## src/rtl/i2cb_pkg.sv

```systemverilog
package i2cb_pkg;

    typedef enum logic [1:0] {
        S_IDLE,
        S_START,
        S_XFER
    } state_e;

    typedef enum logic [1:0] {
        K_SLOT,
        K_RDADDR,
        K_DATA
    } kind_e;

    localparam int unsigned SLOTS = 6;

    // address slots 0..2 are target bytes, 3..5 register bytes
    function automatic logic [7:0] slot_byte(input logic [26:0] tgt,
                                             input logic [26:0] rga,
                                             input logic [2:0]  s);
        logic [7:0] b;
        case (s)
            3'd0:    b = {tgt[7:1], 1'b0};
            3'd1:    b = tgt[15:8];
            3'd2:    b = tgt[23:16];
            3'd3:    b = rga[7:0];
            3'd4:    b = rga[15:8];
            default: b = rga[23:16];
        endcase
        return b;
    endfunction

    // first valid slot at or above 'from'; bit 3 of result = found
    function automatic logic [3:0] next_slot(input logic [5:0] vld,
                                             input logic [2:0] from);
        logic [3:0] r;
        r = 4'd0;
        for (int i = SLOTS - 1; i >= 0; i--) begin
            if (vld[i] && (i >= int'(from))) begin
                r = {1'b1, 3'(i)};
            end
        end
        return r;
    endfunction

endpackage

```

## src/rtl/i2cb_qtick.sv

```systemverilog
module i2cb_qtick #(
    parameter int unsigned QTR_CYCLES = 125
) (
    input  logic clk,
    input  logic rst_n,
    input  logic en_i,
    output logic tick_o
);
    localparam int unsigned CW = (QTR_CYCLES > 1) ? $clog2(QTR_CYCLES) : 1;
    localparam logic [CW-1:0] LAST = CW'(QTR_CYCLES - 1);

    logic [CW-1:0] cnt_d, cnt_q;

    always_comb begin
        cnt_d = cnt_q;
        if (!en_i) begin
            cnt_d = '0;
        end else if (cnt_q == LAST) begin
            cnt_d = '0;
        end else begin
            cnt_d = cnt_q + 1'b1;
        end
    end

    always_ff @(posedge clk or negedge rst_n) begin
        if (!rst_n) begin
            cnt_q <= '0;
        end else begin
            cnt_q <= cnt_d;
        end
    end

    assign tick_o = en_i && (cnt_q == LAST);

endmodule

```

## src/rtl/i2cb_rxbuf.sv

```systemverilog
module i2cb_rxbuf #(
    parameter int unsigned MAX_BYTES = 32
) (
    input  logic                       clk,
    input  logic                       rst_n,
    input  logic                       wr_en_i,
    input  logic [$clog2(MAX_BYTES)-1:0] wr_idx_i,
    input  logic [7:0]                 wr_byte_i,
    output logic [MAX_BYTES*8-1:0]     words_o
);
    localparam int unsigned WORDS = MAX_BYTES / 4;
    localparam int unsigned IDX_W = $clog2(MAX_BYTES);

    for (genvar w = 0; w < WORDS; w++) begin : g_word
        for (genvar l = 0; l < 4; l++) begin : g_lane
            localparam logic [IDX_W-1:0] MY_IDX = IDX_W'(w * 4 + l);
            logic [7:0] lane_d, lane_q;

            always_comb begin
                lane_d = lane_q;
                if (wr_en_i && (wr_idx_i == MY_IDX)) begin
                    lane_d = wr_byte_i;
                end
            end

            always_ff @(posedge clk or negedge rst_n) begin
                if (!rst_n) begin
                    lane_q <= '0;
                end else begin
                    lane_q <= lane_d;
                end
            end

            assign words_o[w*32 + l*8 +: 8] = lane_q;
        end
    end

endmodule

```

## src/rtl/i2cb_seq.sv

```systemverilog
module i2cb_seq
    import i2cb_pkg::*;
#(
    parameter int unsigned MAX_BYTES = 32,
    parameter int unsigned CNT_W     = 6
) (
    input  logic                         clk,
    input  logic                         rst_n,
    input  logic                         tick_i,
    input  logic                         go_i,
    input  logic                         addr_mode_i,
    input  logic [26:0]                  tgt_addr_i,
    input  logic [26:0]                  reg_addr_i,
    input  logic                         ack_last_i,
    input  logic [CNT_W-1:0]             cnt_i,
    input  logic                         sda_i,
    output logic                         scl_o,
    output logic                         sda_oe_o,
    output logic                         busy_o,
    output logic                         done_o,
    output logic                         nak_o,
    output logic                         wr_en_o,
    output logic [$clog2(MAX_BYTES)-1:0] wr_idx_o,
    output logic [7:0]                   wr_byte_o
);
    localparam int unsigned IDX_W = $clog2(MAX_BYTES);
    localparam logic [CNT_W-1:0] MAX_CNT = CNT_W'(MAX_BYTES);

    typedef struct packed {
        state_e           st;
        kind_e            kind;
        logic [1:0]       ph;
        logic [3:0]       bitn;
        logic [7:0]       sh;
        logic [2:0]       slot;
        logic             rep;
        logic             nakseen;
        logic [CNT_W-1:0] total;
        logic [CNT_W-1:0] idx;
        logic             ackl;
        logic [26:0]      tgt;
        logic [26:0]      rga;
        logic             scl;
        logic             sda_oe;
        logic             done;
        logic             nak;
        logic             wr_en;
        logic [IDX_W-1:0] wr_idx;
        logic [7:0]       wr_byte;
    } seq_t;

    seq_t d, q;

    // SDA pull for the current bit slot
    function automatic logic bit_drive(input kind_e k, input logic [3:0] b,
                                       input logic [7:0] s, input logic last,
                                       input logic ackl);
        if (k == K_DATA) begin
            return (b == 4'd8) ? (!last || ackl) : 1'b0;
        end
        return (b == 4'd8) ? 1'b0 : !s[7];
    endfunction

    logic       last_byte;
    logic [5:0] slot_vld;
    logic [3:0] first_hit;
    logic [3:0] next_hit;

    assign last_byte = (q.idx + 1'b1) == q.total;
    assign slot_vld  = {q.rga[26:24], q.tgt[26:24]};
    assign first_hit = next_slot(slot_vld, 3'd0);
    assign next_hit  = next_slot(slot_vld, q.slot + 3'd1);

    always_comb begin
        d = q;
        d.wr_en = 1'b0;
        case (q.st)
            S_IDLE: begin
                if (go_i) begin
                    d.done  = 1'b0;
                    d.nak   = 1'b0;
                    d.tgt   = tgt_addr_i;
                    d.rga   = reg_addr_i;
                    d.ackl  = ack_last_i;
                    d.total = (cnt_i > MAX_CNT) ? MAX_CNT : cnt_i;
                    d.idx   = '0;
                    d.ph    = 2'd0;
                    d.bitn  = 4'd0;
                    if (addr_mode_i) begin
                        d.st     = S_START;
                        d.rep    = 1'b0;
                        d.scl    = 1'b0;
                        d.sda_oe = 1'b0;
                    end else if (cnt_i == '0) begin
                        d.done = 1'b1;
                    end else begin
                        d.st     = S_XFER;
                        d.kind   = K_DATA;
                        d.sh     = 8'h00;
                        d.scl    = 1'b0;
                        d.sda_oe = 1'b0;
                    end
                end
            end

            S_START: begin
                if (tick_i) begin
                    d.ph = q.ph + 2'd1;
                    case (q.ph)
                        2'd0: d.scl = 1'b1;
                        2'd1: d.sda_oe = 1'b1;
                        2'd2: d.scl = 1'b0;
                        default: begin
                            d.st   = S_XFER;
                            d.bitn = 4'd0;
                            if (q.rep || !first_hit[3]) begin
                                d.kind = K_RDADDR;
                                d.sh   = {q.tgt[7:1], 1'b1};
                            end else begin
                                d.kind = K_SLOT;
                                d.slot = first_hit[2:0];
                                d.sh   = slot_byte(q.tgt, q.rga, first_hit[2:0]);
                            end
                            d.sda_oe = bit_drive(d.kind, 4'd0, d.sh, last_byte, q.ackl);
                        end
                    endcase
                end
            end

            S_XFER: begin
                if (tick_i) begin
                    d.ph = q.ph + 2'd1;
                    case (q.ph)
                        2'd0: d.scl = 1'b1;
                        2'd1: d.scl = 1'b1;
                        2'd2: begin
                            d.scl = 1'b0;
                            if (q.bitn != 4'd8) begin
                                if (q.kind == K_DATA) begin
                                    d.sh = {q.sh[6:0], sda_i};
                                end
                            end else if (q.kind != K_DATA) begin
                                d.nakseen = sda_i;
                            end
                        end
                        default: begin
                            if (q.bitn != 4'd8) begin
                                d.bitn = q.bitn + 4'd1;
                                if (q.kind != K_DATA) begin
                                    d.sh = {q.sh[6:0], 1'b0};
                                end
                                d.sda_oe = bit_drive(q.kind, d.bitn, d.sh, last_byte, q.ackl);
                            end else if (q.kind == K_DATA) begin
                                d.wr_en   = 1'b1;
                                d.wr_idx  = q.idx[IDX_W-1:0];
                                d.wr_byte = q.sh;
                                d.idx     = q.idx + 1'b1;
                                if (last_byte) begin
                                    d.st     = S_IDLE;
                                    d.done   = 1'b1;
                                    d.sda_oe = 1'b0;
                                end else begin
                                    d.bitn   = 4'd0;
                                    d.sh     = 8'h00;
                                    d.sda_oe = 1'b0;
                                end
                            end else if (q.nakseen) begin
                                d.st     = S_IDLE;
                                d.nak    = 1'b1;
                                d.sda_oe = 1'b0;
                            end else if (q.kind == K_SLOT) begin
                                if (next_hit[3]) begin
                                    d.slot   = next_hit[2:0];
                                    d.bitn   = 4'd0;
                                    d.sh     = slot_byte(q.tgt, q.rga, next_hit[2:0]);
                                    d.sda_oe = bit_drive(K_SLOT, 4'd0, d.sh, last_byte, q.ackl);
                                end else begin
                                    d.st     = S_START;
                                    d.rep    = 1'b1;
                                    d.sda_oe = 1'b0;
                                end
                            end else if (q.total == '0) begin
                                d.st     = S_IDLE;
                                d.done   = 1'b1;
                                d.sda_oe = 1'b0;
                            end else begin
                                d.kind   = K_DATA;
                                d.bitn   = 4'd0;
                                d.sh     = 8'h00;
                                d.sda_oe = 1'b0;
                            end
                        end
                    endcase
                end
            end

            default: d.st = S_IDLE;
        endcase
    end

    always_ff @(posedge clk or negedge rst_n) begin
        if (!rst_n) begin
            q         <= '0;
            q.st      <= S_IDLE;
            q.kind    <= K_SLOT;
            q.scl     <= 1'b1;
        end else begin
            q <= d;
        end
    end

    assign scl_o     = q.scl;
    assign sda_oe_o  = q.sda_oe;
    assign busy_o    = (q.st != S_IDLE);
    assign done_o    = q.done;
    assign nak_o     = q.nak;
    assign wr_en_o   = q.wr_en;
    assign wr_idx_o  = q.wr_idx;
    assign wr_byte_o = q.wr_byte;

endmodule

```

## src/rtl/i2cb_burst_rx.sv

```systemverilog
module i2cb_burst_rx #(
    parameter int unsigned MAX_BYTES  = 32,
    parameter int unsigned QTR_CYCLES = 125,
    parameter int unsigned CNT_W      = 6
) (
    input  logic                   clk,
    input  logic                   rst_n,
    input  logic                   addr_mode_i,
    input  logic [26:0]            tgt_addr_i,
    input  logic [26:0]            reg_addr_i,
    input  logic                   ack_last_i,
    input  logic [CNT_W-1:0]       rx_cnt_i,
    input  logic                   rx_cnt_we_i,
    input  logic                   sda_i,
    output logic                   scl_o,
    output logic                   sda_oe_o,
    output logic                   busy_o,
    output logic                   done_o,
    output logic                   nak_o,
    output logic [MAX_BYTES*8-1:0] rx_words_o
);
    localparam int unsigned IDX_W = $clog2(MAX_BYTES);

    logic             tick;
    logic             busy;
    logic             go;
    logic             wr_en;
    logic [IDX_W-1:0] wr_idx;
    logic [7:0]       wr_byte;

    assign go = rx_cnt_we_i && !busy;

    i2cb_qtick #(.QTR_CYCLES(QTR_CYCLES)) u_tick (
        .clk    (clk),
        .rst_n  (rst_n),
        .en_i   (busy),
        .tick_o (tick)
    );

    i2cb_seq #(.MAX_BYTES(MAX_BYTES), .CNT_W(CNT_W)) u_seq (
        .clk         (clk),
        .rst_n       (rst_n),
        .tick_i      (tick),
        .go_i        (go),
        .addr_mode_i (addr_mode_i),
        .tgt_addr_i  (tgt_addr_i),
        .reg_addr_i  (reg_addr_i),
        .ack_last_i  (ack_last_i),
        .cnt_i       (rx_cnt_i),
        .sda_i       (sda_i),
        .scl_o       (scl_o),
        .sda_oe_o    (sda_oe_o),
        .busy_o      (busy),
        .done_o      (done_o),
        .nak_o       (nak_o),
        .wr_en_o     (wr_en),
        .wr_idx_o    (wr_idx),
        .wr_byte_o   (wr_byte)
    );

    i2cb_rxbuf #(.MAX_BYTES(MAX_BYTES)) u_buf (
        .clk       (clk),
        .rst_n     (rst_n),
        .wr_en_i   (wr_en),
        .wr_idx_i  (wr_idx),
        .wr_byte_i (wr_byte),
        .words_o   (rx_words_o)
    );

    assign busy_o = busy;

endmodule

```

## config.mk

```make
export PLATFORM = sky130hd
export DESIGN_NAME = i2cb_burst_rx
export DESIGN_NICKNAME = d
export VERILOG_FILES = /design/src/rtl/i2cb_pkg.sv /design/src/rtl/i2cb_qtick.sv /design/src/rtl/i2cb_rxbuf.sv /design/src/rtl/i2cb_seq.sv /design/src/rtl/i2cb_burst_rx.sv
export SDC_FILE = /design/constraint.sdc
export NUM_CORES = 1
export LEC_CHECK = 0
export ABC_CLOCK_PERIOD_IN_PS = 2750
export CORE_UTILIZATION = 47
export DETAILED_ROUTE_END_ITERATION = 7
export PLACE_DENSITY = 0.77
export SLEW_MARGIN = 25
export SYNTH_ARGS = -nofsm -noshare
export SYNTH_HDL_FRONTEND = slang
export SYNTH_SLANG_ARGS = --single-unit
export TNS_END_PERCENT = 5
```

## constraint.sdc

```tcl
create_clock -name clk -period 2.75 [get_ports clk]
set_clock_uncertainty 0.2 [all_clocks]
set_input_delay 0.275 -clock clk [delete_from_list [all_inputs] [get_ports clk]]
set_output_delay 0.275 -clock clk [all_outputs]
set_load 0.005 [all_outputs]
```

==> impl_metrics.toml, run 1 <==
[setup_path]
start_kind = "flip-flop"
reg2reg_depth = 10
r2r_slack_ns = -0.04
crit_end = "u_seq.q[90]$_DFFE_PN0P_"
worst_ep_arrival_time_ns = 3.00
critPathRequiredTime_ns = 2.95
path_class = "reg2reg"
critPathCaptureType = "flip-flop"
path_cells = "inv_2 > ha_4 > or3b_4 > nand3_1 > o22a_2 > buf_4 > a21oi_2 > or3_1 > a32oi_2 > o31ai_2"
cp_slowest_cell = "or3b_4"
critPathTopFamily = "simple AND/OR/NAND/NOR gates"
crit_start = "u_seq.q[87]$_DFFE_PN0P_"
reg2reg_from = "u_seq.q[87]$_DFFE_PN0P_"
path_buf_inv = 2
worst-path-max-fanout = 6
max_stage_delay_ns = 0.43
r2r_end = "u_seq.q[90]$_DFFE_PN0P_"
crit_cells = 10

[sta]
hold_viol_final = 0
rsz0062_at_grt = "true"
tightestPinTransition_ns = 0.702
finalSetupViolations = 4
final.period_utilization_pct = 102
period_minus_slack_ns = 2.79
max_freq_ghz = 0.358
maxSlewViolCount = 0
timing.final.ws_setup_ns = -0.0432
slew_headroom_pct = 52.7

[placement]
hpwl_um = 31500
dp_slack_ns = -0.108
place_inst = 2052
gp_congestion = 0.925
portBuffers = 325

[yosys]
synth_area_per_cell_um2 = 13.3
ys.flop_type = "dfrtp_1"
synth-seq-cells = 370
synth-adder-area-share_pct = 1.37
synthCells = 1235
synth_edf_count = 0
yosys_warnings = 0
synthesis.area_mm2 = 0.0164
synthMuxAreaShare_pct = 23.4
yosysSeqAreaShare_pct = 56.4
synth_compound_area_share_pct = 8.10
synthArstFlopShare_pct = 100
synth_cell_types = 87
synth_xor_xnor_area_share_pct = 0.930
synth_nets = 1319
synth_top_family_by_area = "multiplexers"
synth_simple_gate_area_share_pct = 7.52

[detailed_routing]
post_drt_wl_per_cell_um = 21.0
drc = 0
vias = 11900
ant_nets = 0
drt_iter0_markers = 605
dr.pass1.iters = 5
drt-total-wl_um = 44700
viasPerCell = 5.60

[floorplanning]
fp.dieH_um = 189
dieArea_mm2 = 0.0357
fp.coreArea_mm2 = 0.0345
num_rows = 68
ioPinCount = 327
die_x_um = 189
start_util_pct = 47.6

[cells_and_area]
layout_commonest_cell = "dfrtp_1"
fin_nets = 1728
final_cell_mix = "369 x dfrtp_1, 329 x mux2_2, 324 x clkdlybuf4s50_1"
area_growth_syn_to_layout_pct = 36.3
antenna_cells = 0
drive_gt1_share_pct = 34.1
stdcell_count = 2123

[power_and_ir_drop]
power_density_mw_per_mm2 = 486
comb_power_share_pct = 2.2
peakVddDrop_v = 0.000475
p_seq_share_pct = 50.0
swShare_pct = 20.4
p_int_mw = 8.66
power_leakage_nw = 10.4
power_frac_clock_pct = 47.8
p_sw_mw = 2.22

[grt]
grt_pass1_vias = 12100
antenna_found_initial = 0
grt_use_total_pct = 25.2
grt-ovfl-total = 0
grt_max_degree = 76
grt_pass1_wl_um = 70300

[clocking]
clk_path_buf_depth = 3
h-tree-depth = 2
cts_buffers = 38
tritoncts = "done"
clock-sinks = 370
path_clk_slew_ns = 0.06
clk-insertion-delay-late_ns = 0.53
cts_root_buf = "clkbuf_16"

[status]
violations = "setup timing"
status = "finished with violations"

[run]
max_cap_viol_count = 0

[min_path]
hold_path.class = "in2reg"
[flip-flops by register name, summed over array words and instances, names as in the netlist]
register,count
u_buf.g_word.g_lane.lane_q,256
u_seq.done_o,1
u_seq.nak_o,1
u_seq.q,89
u_seq.scl_o,1
u_seq.sda_oe_o,1
u_seq.wr_byte_o,8
u_seq.wr_en_o,1
u_seq.wr_idx_o,5
u_tick.cnt_q,7
[Yosys cell counts (all sizes together) (14+ instances only)]
library cell / number / area, um^2
nand2: 47 / 184
mux2: 330 / 3720
nand2b: 18 / 123
ha: 18 / 225
inv: 19 / 71.3
dfrtp: 369 / 9230
nor2: 49 / 184
clkbuf: 57 / 228
a22oi: 14 / 110
a21oi: 26 / 145
nand3: 22 / 110
o21ai: 39 / 195
nor2b: 17 / 106
nor3: 20 / 111
[tightest hold or removal path, cell delays in order]
cell             delay [ns]
clkdlybuf4s50_1        0.42
nand2b_1               0.07
o21ai_0                0.06
[area by class of cell]
type | count | area (um^2)
flip-flops and latches | 370 | 9260
fillers | 2606 | 12100
clock inverters | 14 | 189
inverters | 19 | 71.3
multi-input cells | 780 | 7040
clock buffers | 50 | 1070
well taps | 455 | 569
repair buffers | 435 | 4180
[worst min-delay path by stage]
stage / start / endpoint / depth (start not counted)
floorplan: rst_n / u_buf.g_word[0].g_lane[0].lane_q[0]$_DFFE_PN0P_ / 0
global placement: rst_n / u_buf.g_word[4].g_lane[2].lane_q[5]$_DFFE_PN0P_ / 1
detailed placement: rst_n / u_buf.g_word[4].g_lane[2].lane_q[3]$_DFFE_PN0P_ / 1
CTS: rx_cnt_i[1] / u_seq.q[80]$_DFFE_PN0P_ / 3
global route: tgt_addr_i[12] / u_seq.q[57]$_DFFE_PN0P_ / 2
finish: rx_cnt_i[1] / u_seq.q[80]$_DFFE_PN0P_ / 3
[cell families (layout without fill, tap and decap cells)]
logic type,after synthesis,after routing
flip-flops,370,370
adder cells (fa/ha/maj),18,18
AO/OA/AOI/OAI,180,180
AND/OR/NAND/NOR,226,226
buffers and inverters,85,518
XOR/XNOR,15,15
multiplexers,341,341
[power by group through the flow]
stage / Clock, mW / Combinational (mW) / Sequential (mW)
final: 5.20 / 0.234 / 5.45
after global routing: 5.55 / 0.265 / 5.44
after CTS: 5.33 / 0.244 / 5.45
after detailed placement: 0 / 0.242 / 5.55
after global placement: 0 / 0.237 / 5.55
after floorplan: 0 / 0.00594 / 5.55
[repair_timing]
item | CTS | global route
resized for setup | 18 | 36
endpoints found under the setup margin | 11 | 21
pin swaps | 9 | 18
cloned | 0 | 1
hold endpoints to repair | 67 | 0
hold buffers | 1 | 0
buffers inserted | 2 | 3
[stage by stage]
step	power, mW	hold WS [ns]	TNS (ns)	area [um^2]	util, %
floorplan	5.55	-0.221	-0.00275	16400	-
global placement	5.78	0.106	-0.197	20800	60.4
detailed placement	5.79	0.120	-0.734	20800	60.4
CTS	11.0	0.133	-0.135	22200	64.3
global route	11.3	0.159	-1.16	22400	64.9
finish	10.9	0.152	-0.0837	22400	64.9
[metal layers]
| layer | GRT usage (%) | vias up | share of wire, % |
|---|---|---|---|
| met4 | 8.31 | 0 | 3.3 |
| met5 | 0 | - | 0 |
| li1 | - | 5349 | - |
| met2 | 43.3 | 410 | 50 |
| met3 | 3.60 | 92 | 4.6 |
| met1 | 32.8 | 6045 | 42 |
No activity file was read; power rests on OpenSTA's default activity.
==> run 2, diff against run 1 <==
--- a/config.mk
+++ b/config.mk
@@ -6,6 +6,7 @@
 export NUM_CORES = 1
 export LEC_CHECK = 0
 export ABC_CLOCK_PERIOD_IN_PS = 2750
+export CORE_ASPECT_RATIO = 0.7
 export CORE_UTILIZATION = 47
 export DETAILED_ROUTE_END_ITERATION = 7
 export PLACE_DENSITY = 0.77
==> impl_metrics.toml, run 2 (same netlist as run 1, synthesis figures left out) <==
[placement]
place_inst = 2076
placed_area_mm2 = 0.0209
gp_congestion = 0.950
dp_slack_ns = -0.176
hpwl_um = 35900
portBuffers = 325

[setup_path]
critPathCaptureType = "flip-flop"
start_kind = "flip-flop"
reg2reg_depth = 9
worst_ep_arrival_time_ns = 3.04
path_class = "reg2reg"
critPathRequiredTime_ns = 2.99
r2r_end = "u_seq.sda_oe_o$_DFFE_PN0P_"
r2r_slack_ns = -0.05
reg2reg_from = "u_seq.q[87]$_DFFE_PN0P_"
crit_end = "u_seq.sda_oe_o$_DFFE_PN0P_"
crit_start = "u_seq.q[87]$_DFFE_PN0P_"
worst-path-max-fanout = 4

[floorplanning]
fp.coreArea_mm2 = 0.0339
die_x_um = 225
ioPinCount = 327
fp.dieH_um = 158
dieArea_mm2 = 0.0357
start_util_pct = 48.4
num_rows = 56

[sta]
finalSetupViolations = 8
max_freq_ghz = 0.357
final.period_utilization_pct = 102
maxSlewViolCount = 0
hold_viol_final = 0
tightestPinTransition_ns = 0.817
period_minus_slack_ns = 2.80
slew_headroom_pct = 45.6
timing.final.ws_setup_ns = -0.0497
rsz0062_at_grt = "true"

[cells_and_area]
layout_commonest_cell = "dfrtp_1"
drive_gt1_share_pct = 34.3
antenna_cells = 0
fin_nets = 1742
top_register = "u_buf.g_word.g_lane.lane_q"
seq_area_mm2 = 0.00926
largest_reg_flops = 256
stdcell_area_mm2 = 0.0224
stdcell_count = 2145
final_cell_mix = "367 x dfrtp_1, 329 x mux2_2, 324 x clkdlybuf4s50_1"
fillers = 2526
multi_input_area_mm2 = 0.00700
area_growth_syn_to_layout_pct = 36.8

[grt]
grt_pass1_wl_um = 77200
grt_use_total_pct = 28.5
antenna_found_initial = 0
grt-ovfl-total = 0
grt_max_degree = 73
grt_pass1_vias = 12600

[detailed_routing]
vias = 12300
dr.pass1.iters = 5
post_drt_wl_per_cell_um = 23.5
drt-total-wl_um = 50500
ant_nets = 0
drc = 0
drt_iter0_markers = 963
viasPerCell = 5.72

[power_and_ir_drop]
p_total_mw = 10.8
power_density_mw_per_mm2 = 483
power_frac_clock_pct = 47.6
peakVddDrop_v = 0.000473
swShare_pct = 20.9
comb_power_share_pct = 2.2
p_sw_mw = 2.26
power_leakage_nw = 10.5
p_seq_share_pct = 50.2
p_int_mw = 8.58

[clocking]
cts_root_buf = "clkbuf_16"
h-tree-depth = 2
path_clk_slew_ns = 0.06
clk_path_buf_depth = 3
clk-insertion-delay-late_ns = 0.53
clock-sinks = 370
tritoncts = "done"
cts_buffers = 38

[status]
violations = "setup timing"
status = "finished with violations"

[run]
max_cap_viol_count = 0

[min_path]
hold_path.class = "in2async"
==> run 2: changes by cell type in the layout (fill, tap and decap cells not counted), sizes merged <==
cell / before / now
buf: 110 / 124
clkbuf: 50 / 54
inv: 22 / 19
clkinvlp: 2 / 0
bufinv: 4 / 3
clkinv: 5 / 6
==> run 2: area by class of cell <==
type / count / area share [%]
Inverter: 19 / 0.318
Clock inverter: 9 / 0.585
Timing Repair Buffer: 449 / 19.2
Tap cell: 464 / 2.59
Multi-Input combinational cell: 780 / 31.2
Sequential cell: 370 / 41.3
Clock buffer: 54 / 4.86
==> run 2: repair_timing <==
action | CTS | global route
hold buffers | 1 | 0
pin swaps | 17 | 3
gates resized for setup | 28 | 24
endpoints found under the hold margin | 71 | 0
setup buffers | 5 | 0
endpoints found under the setup margin | 13 | 17
cloned | 0 | 0
==> run 2: per-stage QoR <==
step                      utilization, %  hold slack, ns  setup TNS (ns)
after floorplan                        -          -0.221        -0.00275
after global placement              61.8           0.115          -0.512
after detailed placement            61.8           0.120           -1.18
after CTS                           65.9           0.142          -0.223
after global routing                66.2           0.155           -1.49
final                               66.2           0.123          -0.255
==> run 2: power groups by stage <==
stage / sequential (mW) / clock (mW) / combinational [mW]
after global placement: 5.55 / 0 / 0.239
after detailed placement: 5.55 / 0 / 0.242
after global routing: 5.44 / 5.45 / 0.266
final: 5.45 / 5.16 / 0.236
after CTS: 5.44 / 5.25 / 0.245
after floorplan: 5.55 / 0 / 0.00594
==> run 2: worst max-delay path, cell delays in order (launching register included) <==
cell and delay (ns):
dfrtp_2 0.43, buf_4 0.16, ha_1 0.19, or3b_4 0.42, nand4_4 0.12, a21oi_4 0.06, a221o_1 0.29, mux4_2 0.53
o21a_1 0.21, o211ai_2 0.12
==> run 2: worst min-delay path by stage <==
stage	end	slack, ns	depth (start not counted)
floorplan	u_buf.g_word[0].g_lane[0].lane_q[0]$_DFFE_PN0P_	-0.22	0
global placement	u_buf.g_word[2].g_lane[1].lane_q[2]$_DFFE_PN0P_	0.11	1
detailed placement	u_buf.g_word[0].g_lane[1].lane_q[0]$_DFFE_PN0P_	0.12	1
CTS	u_seq.q[48]$_DFFE_PN0P_	0.14	2
global route	u_seq.q[35]$_DFFE_PN0P_	0.16	2
finish	u_buf.g_word[0].g_lane[1].lane_q[0]$_DFFE_PN0P_	0.12	2
==> run 2: per-layer routing <==
layer	track usage [%]	share of wire (%)
met5	0	0
met3	7.70	8.5
met1	41.2	45
met4	7.45	2.5
met2	42.2	44
==> run 3, diff against run 2 <==
--- a/config.mk
+++ b/config.mk
@@ -8,6 +8,7 @@
 export ABC_CLOCK_PERIOD_IN_PS = 2750
 export CORE_ASPECT_RATIO = 0.7
 export CORE_UTILIZATION = 47
+export CTS_CLUSTER_DIAMETER = 120
 export DETAILED_ROUTE_END_ITERATION = 7
 export PLACE_DENSITY = 0.77
 export SLEW_MARGIN = 25
==> constraint.sdc (replaced) <==
create_clock -name clk -period 2.75 [get_ports clk]
set_clock_uncertainty 0.2 [all_clocks]
set_input_delay 0.275 -clock clk [delete_from_list [all_inputs] [get_ports clk]]
set_output_delay 0.275 -clock clk [all_outputs]
set_load 0.02 [all_outputs]
==> results of run 3 <==
Same layout as run 2: the final DEF is identical, and so are final timing and power.
